## src/rtl/can_gap_pkg.sv

```systemverilog
package can_gap_pkg;
  typedef enum logic [2:0] {
    ST_IDLE,
    ST_FLAG_DOM,
    ST_FLAG_REC,
    ST_DLM_WAIT,
    ST_DLM_CNT,
    ST_INTERM,
    ST_SUSPEND
  } gap_state_t;
endpackage

```

## src/rtl/can_phase_ctr.sv

```systemverilog
module can_phase_ctr #(
  parameter int W = 5
) (
  input  logic         clk,
  input  logic         rst,
  input  logic         load,
  input  logic [W-1:0] load_val,
  input  logic         dec,
  output logic         zero
);
  logic [W-1:0] cnt_q;

  always_ff @(posedge clk) begin
    if (rst)                   cnt_q <= '0;
    else if (load)             cnt_q <= load_val;
    else if (dec && cnt_q != 0) cnt_q <= cnt_q - 1'b1;
  end

  assign zero = (cnt_q == '0);
endmodule

```

## src/rtl/can_equal_run.sv

```systemverilog
module can_equal_run #(
  parameter int RUN = 6
) (
  input  logic clk,
  input  logic rst,
  input  logic clr,
  input  logic step,
  input  logic bit_in,
  output logic hit
);
  localparam int RW = $clog2(RUN + 1);
  logic [RW-1:0] run_q;
  logic          last_q;
  logic          same;

  assign same = (run_q != '0) && (bit_in == last_q);
  assign hit  = same ? (run_q == RW'(RUN - 1)) : (RUN == 1);

  always_ff @(posedge clk) begin
    if (rst || clr) begin
      run_q  <= '0;
      last_q <= 1'b1;
    end else if (step) begin
      last_q <= bit_in;
      if (same) begin
        if (run_q != RW'(RUN)) run_q <= run_q + 1'b1;
      end else begin
        run_q <= RW'(1);
      end
    end
  end
endmodule

```

## src/rtl/can_gap_seq.sv

```systemverilog
module can_gap_seq
  import can_gap_pkg::*;
#(
  parameter int FLAG_BITS    = 6,
  parameter int DELIM_BITS   = 8,
  parameter int INTERM_BITS  = 3,
  parameter int SUSPEND_BITS = 8
) (
  input  logic clk,
  input  logic rst,
  input  logic bit_tick,
  input  logic rx_bit,
  input  logic err_passive,
  input  logic err_req,
  input  logic ovl_req,
  input  logic was_tx,
  output logic tx_bit,
  output logic busy,
  output logic bus_idle,
  output logic ovl_flag,
  output logic early_sof
);
  localparam int CW = $clog2(FLAG_BITS + DELIM_BITS + INTERM_BITS + SUSPEND_BITS + 1);

  gap_state_t    state_q, state_d;
  logic          ld, dec, ctr_zero, run_clr, run_hit;
  logic [CW-1:0] ld_val;
  logic          start_err, start_ovl, ovl_ev, sof_ev;

  can_phase_ctr #(.W(CW)) u_ctr (
    .clk(clk), .rst(rst), .load(ld), .load_val(ld_val), .dec(dec), .zero(ctr_zero)
  );

  can_equal_run #(.RUN(FLAG_BITS)) u_run (
    .clk(clk), .rst(rst), .clr(run_clr),
    .step(bit_tick && state_q == ST_FLAG_REC), .bit_in(rx_bit), .hit(run_hit)
  );

  always_comb begin
    state_d   = state_q;
    ld        = 1'b0;
    ld_val    = '0;
    dec       = 1'b0;
    run_clr   = 1'b0;
    start_err = 1'b0;
    start_ovl = 1'b0;
    ovl_ev    = 1'b0;
    sof_ev    = 1'b0;
    if (bit_tick) begin
      unique case (state_q)
        ST_IDLE: begin
          if (err_req)      start_err = 1'b1;
          else if (ovl_req) start_ovl = 1'b1;
        end
        ST_FLAG_DOM: begin
          if (ctr_zero) state_d = ST_DLM_WAIT;
          else          dec = 1'b1;
        end
        ST_FLAG_REC: begin
          if (run_hit) state_d = ST_DLM_WAIT;
        end
        ST_DLM_WAIT: begin
          if (rx_bit) begin
            state_d = ST_DLM_CNT;
            ld      = 1'b1;
            ld_val  = CW'(DELIM_BITS - 2);
          end
        end
        ST_DLM_CNT: begin
          if (err_req) start_err = 1'b1;
          else if (ctr_zero) begin
            state_d = ST_INTERM;
            ld      = 1'b1;
            ld_val  = CW'(INTERM_BITS - 1);
          end else dec = 1'b1;
        end
        ST_INTERM: begin
          if (err_req) start_err = 1'b1;
          else if (!rx_bit) begin
            if (!ctr_zero) begin
              ovl_ev    = 1'b1;
              start_ovl = 1'b1;
            end else begin
              sof_ev  = 1'b1;
              state_d = ST_IDLE;
            end
          end else if (ovl_req) start_ovl = 1'b1;
          else if (ctr_zero) begin
            if (was_tx && err_passive) begin
              state_d = ST_SUSPEND;
              ld      = 1'b1;
              ld_val  = CW'(SUSPEND_BITS - 1);
            end else state_d = ST_IDLE;
          end else dec = 1'b1;
        end
        ST_SUSPEND: begin
          if (err_req) start_err = 1'b1;
          else if (!rx_bit) begin
            sof_ev  = 1'b1;
            state_d = ST_IDLE;
          end else if (ctr_zero) state_d = ST_IDLE;
          else dec = 1'b1;
        end
        default: state_d = ST_IDLE;
      endcase
      if (start_err && err_passive) begin
        state_d = ST_FLAG_REC;
        run_clr = 1'b1;
      end else if (start_err || start_ovl) begin
        state_d = ST_FLAG_DOM;
        ld      = 1'b1;
        ld_val  = CW'(FLAG_BITS - 1);
      end
    end
  end

  always_ff @(posedge clk) begin
    if (rst) begin
      state_q   <= ST_IDLE;
      tx_bit    <= 1'b1;
      busy      <= 1'b0;
      bus_idle  <= 1'b1;
      ovl_flag  <= 1'b0;
      early_sof <= 1'b0;
    end else begin
      ovl_flag  <= bit_tick && ovl_ev;
      early_sof <= bit_tick && sof_ev;
      if (bit_tick) begin
        state_q  <= state_d;
        tx_bit   <= (state_d != ST_FLAG_DOM);
        busy     <= (state_d != ST_IDLE);
        bus_idle <= (state_d == ST_IDLE);
      end
    end
  end

  // Checker state: consecutive bit ticks during which the node drives dominant.
  logic [CW-1:0] dom_run_q;
  always_ff @(posedge clk) begin
    if (rst)           dom_run_q <= '0;
    else if (bit_tick) dom_run_q <= tx_bit ? '0 : dom_run_q + 1'b1;
  end

  a_r1_dom_run_bounded: assert property (@(posedge clk) disable iff (rst)
    dom_run_q <= CW'(FLAG_BITS));

  a_r2_passive_recessive: assert property (@(posedge clk) disable iff (rst)
    (state_q == ST_FLAG_REC) |-> tx_bit);

  a_r5_idle_quiet: assert property (@(posedge clk) disable iff (rst)
    bus_idle |-> (tx_bit && !busy));

  a_r6_ovl_drives_dom: assert property (@(posedge clk) disable iff (rst)
    ovl_flag |-> !tx_bit);

  a_r7_pulses_exclusive: assert property (@(posedge clk) disable iff (rst)
    $onehot0({early_sof, ovl_flag}));

  a_r7_sof_returns_idle: assert property (@(posedge clk) disable iff (rst)
    early_sof |-> bus_idle);

  a_r9_tick_gated: assert property (@(posedge clk) disable iff (rst)
    !bit_tick |=> ($stable(tx_bit) && $stable(busy) && $stable(bus_idle)));
endmodule

```

## config.mk

```make
export PLATFORM = sky130hd
export DESIGN_NAME = can_gap_seq
export DESIGN_NICKNAME = d
export VERILOG_FILES = /design/src/rtl/can_gap_pkg.sv /design/src/rtl/can_phase_ctr.sv /design/src/rtl/can_equal_run.sv /design/src/rtl/can_gap_seq.sv
export SDC_FILE = /design/constraint.sdc
export NUM_CORES = 1
export LEC_CHECK = 0
export BUFFER_PORTS_ARGS = -buffer_cell sky130_fd_sc_hd__buf_2
export CAP_MARGIN = 20
export CORE_ASPECT_RATIO = 1.1
export CORE_UTILIZATION = 50
export CTS_CLUSTER_SIZE = 14
export DETAILED_ROUTE_END_ITERATION = 6
export PLACE_DENSITY = 0.72
export SLEW_MARGIN = 0
export SYNTH_ARGS = -nofsm -noshare
export SYNTH_HDL_FRONTEND = slang
export SYNTH_HIERARCHICAL = 1
export SYNTH_SLANG_ARGS = --single-unit
```

## constraint.sdc

```tcl
create_clock -name clk -period 3.5 [get_ports clk]
set_input_delay 0.7 -clock clk [delete_from_list [all_inputs] [get_ports clk]]
set_output_delay 0.7 -clock clk [all_outputs]
set_load 0.01 [all_outputs]
```

==> out/metrics.cfg <==
[status]
status=complete, no violations

[pwr]
p_int_mw=0.306
switching_share_pct=36.3
pwr-share-seq_pct=45.3
power_leakage_nw=0.577
powerDensity_mw_per_mm2=327
ir_drop_mv=0.216
p_switching_mw=0.175
clkPwrFrac_pct=22.8
p_comb_share_pct=31.9

[cts]
cts.sinks=17
post_cts_resized=0
cts-root-buf=clkbuf_4
cts_tree=built
hold_buffers=0
numCtsBuffers=3
cts.clk_slew.worst_paths_ns=0.11
insertion_delay_ns=0.30
cts.path.max_buffers=2
cts_setup_buffers=0
h-tree-depth=1

[global_route]
grt_use_total_pct=23.9
grt_remaining_overflow=0
grt_pass1_vias=1253
grt_start_max_net_pins=19
grt_pass1_wl_um=5350
antenna_found_initial=0

[yosys]
ys_warn_count=6
seq_area_frac_synth_pct=24.6
yosysUniqueCellTypes=63
synth-edff-count=0
syn_inst=173
syn_avg_cell_area_um2=8.01
async_flop_share_pct=0
synth_area_mm2=0.00139
ys_ff_latch=17
synth-main-ff-cell=dfxtp_1

[sta]
hold_viol=0
hold_ws_ns=0.495
slew_viol_final=0
setup_viol=0
min_period_ns=3.17
skew_ns=0.00583
fin_crit_sh_pct=90.6
fmax_mhz=315
tns_ns=0
rsz0062_at_grt=no

[placed_design]
port_buffers=12
place_area_mm2=0.00144
place_hpwl_um=2370
place_congestion=0.901

[worst_setup_path]
worstSetupEndpointType=flop
cp_cell_sequence=inv_1 -> ha_1 -> or4b_1 -> inv_1 -> nand4b_2 -> nor3_1 -> o21ai_0 -> and2_1 -> a21oi_1 -> buf_4 -> nor3_1 -> a311o_1
arrival_ns=3.36
required_ns=3.69
cp_max_fo=12
worst-path-buf-inv=3
critical_path.max_stage_delay_ns=0.61
worst_path_max_delay_cell=or4b_1
start_kind=flop
critical-path-top-delay-family=simple AND/OR/NAND/NOR gates
crit_type=flop to flop

[drt]
first_iter_violations=46
ant_nets=0
drc=0
finalWirelength_um=3210
vias=1294
wl_per_cell_um=14.9
dr.pass1.iters=4
vias_per_cell=6.02

[layout]
drive_gt1_share_pct=20.7
n_fill_cell=249
mostFrequentLayoutCells=nand2_1, dfxtp_1, nor2_1
synthToLayoutAreaGrowth_pct=6.05
multiInputGateArea_um2=923
nets=198
final-seq-area_um2=340
fin_area_mm2=0.00147
diodes=0

[floorplanning]
io_pins=13
die_y_um=57.2
num_rows=19
core_mm2=0.00257
die_area_mm2=0.00298
dieWidth_um=52.2
start_util_pct=53.9

[worst_hold_path]
min_path_type=flop to flop

[flow_run]
cap_violations=0

metrics by stage:
stage                     power, mW  util, %  worst slack (ns)  cells
after floorplan               0.346        -             0.155    174
after global placement        0.367     56.1             0.520    211
after detailed placement      0.373     56.1             0.355    211
after CTS                     0.481     57.2             0.339    215
after global routing          0.508     57.2            0.0169    215
final                         0.481     57.2             0.328    215
worst paths after layout:
| check | start | endpoint | slack [ns] | cells past startpoint |
|---|---|---|---|---|
| setup / recovery | u_ctr/cnt_q[1] | u_ctr/cnt_q[1] | 0.33 | 12 |
| hold / removal | bus_idle | bus_idle | 0.49 | 1 |
| setup reg to reg | u_ctr/cnt_q[1] | u_ctr/cnt_q[1] | 0.33 | 12 |
| hold reg to reg | bus_idle | bus_idle | 0.49 | 1 |
flip-flops by register name, summed over array words and instances (netlist names):
signal        count
bus_idle          1
busy              1
early_sof         1
u_ctr/cnt_q       5
state_q           3
tx_bit            1
ovl_flag          1
u_run/last_q      1
u_run/run_q       3
kinds of logic after synthesis:
family          Yosys count  synth area share [%]
mux                       4                  2.98
simple gates             70                  27.6
compound gates           50                  29.5
buf+inv                  24                  9.12
fa+ha+maj                 6                  5.33
other cells               1                 0.271
flops                    17                  24.6
xor+xnor                  1                 0.632
synth_stat cells, types with 3 or more instances:
cell / n / share of area [%]
dfxtp_1: 17 / 25
nand2_1: 17 / 4.6
nor2_1: 13 / 3.5
inv_1: 12 / 3.3
a21oi_1: 9 / 3.3
nor3_1: 9 / 3.3
o21ai_0: 7 / 2.5
ha_1: 5 / 4.5
buf_6: 4 / 3.3
nand3_1: 4 / 1.4
nor2b_1: 4 / 1.8
a31oi_1: 3 / 1.4
mux2i_1: 3 / 2.2
nand2b_1: 3 / 1.4
layer usage:
| metal | global-route usage, % | routed length, um | vias to the layer above |
|---|---|---|---|
| met4 | 12.8 | 90 | 0 |
| met2 | 41.4 | 1620 | 40 |
| met5 | 0 | 0 | - |
| li1 | - | - | 655 |
| met3 | 2.67 | 124 | 10 |
| met1 | 28.2 | 1380 | 589 |
power by group through the flow:
stage	clock [mW]	sequential (mW)	combinational (mW)
after floorplan	0	0.218	0.127
after global placement	0	0.221	0.146
after detailed placement	0	0.222	0.151
after CTS	0.112	0.217	0.152
after global routing	0.119	0.220	0.169
final	0.110	0.218	0.153
area by class of cell:
class                           count  share of cell area [%]
Sequential cell                    17                    23.2
Clock inverter                      1                   0.341
Inverter                           15                    3.83
Timing Repair Buffer               15                    5.62
Tap cell                           31                    2.64
Multi-Input combinational cell    133                    62.9
Clock buffer                        3                    1.53
Power figures use the tool's default switching activity.
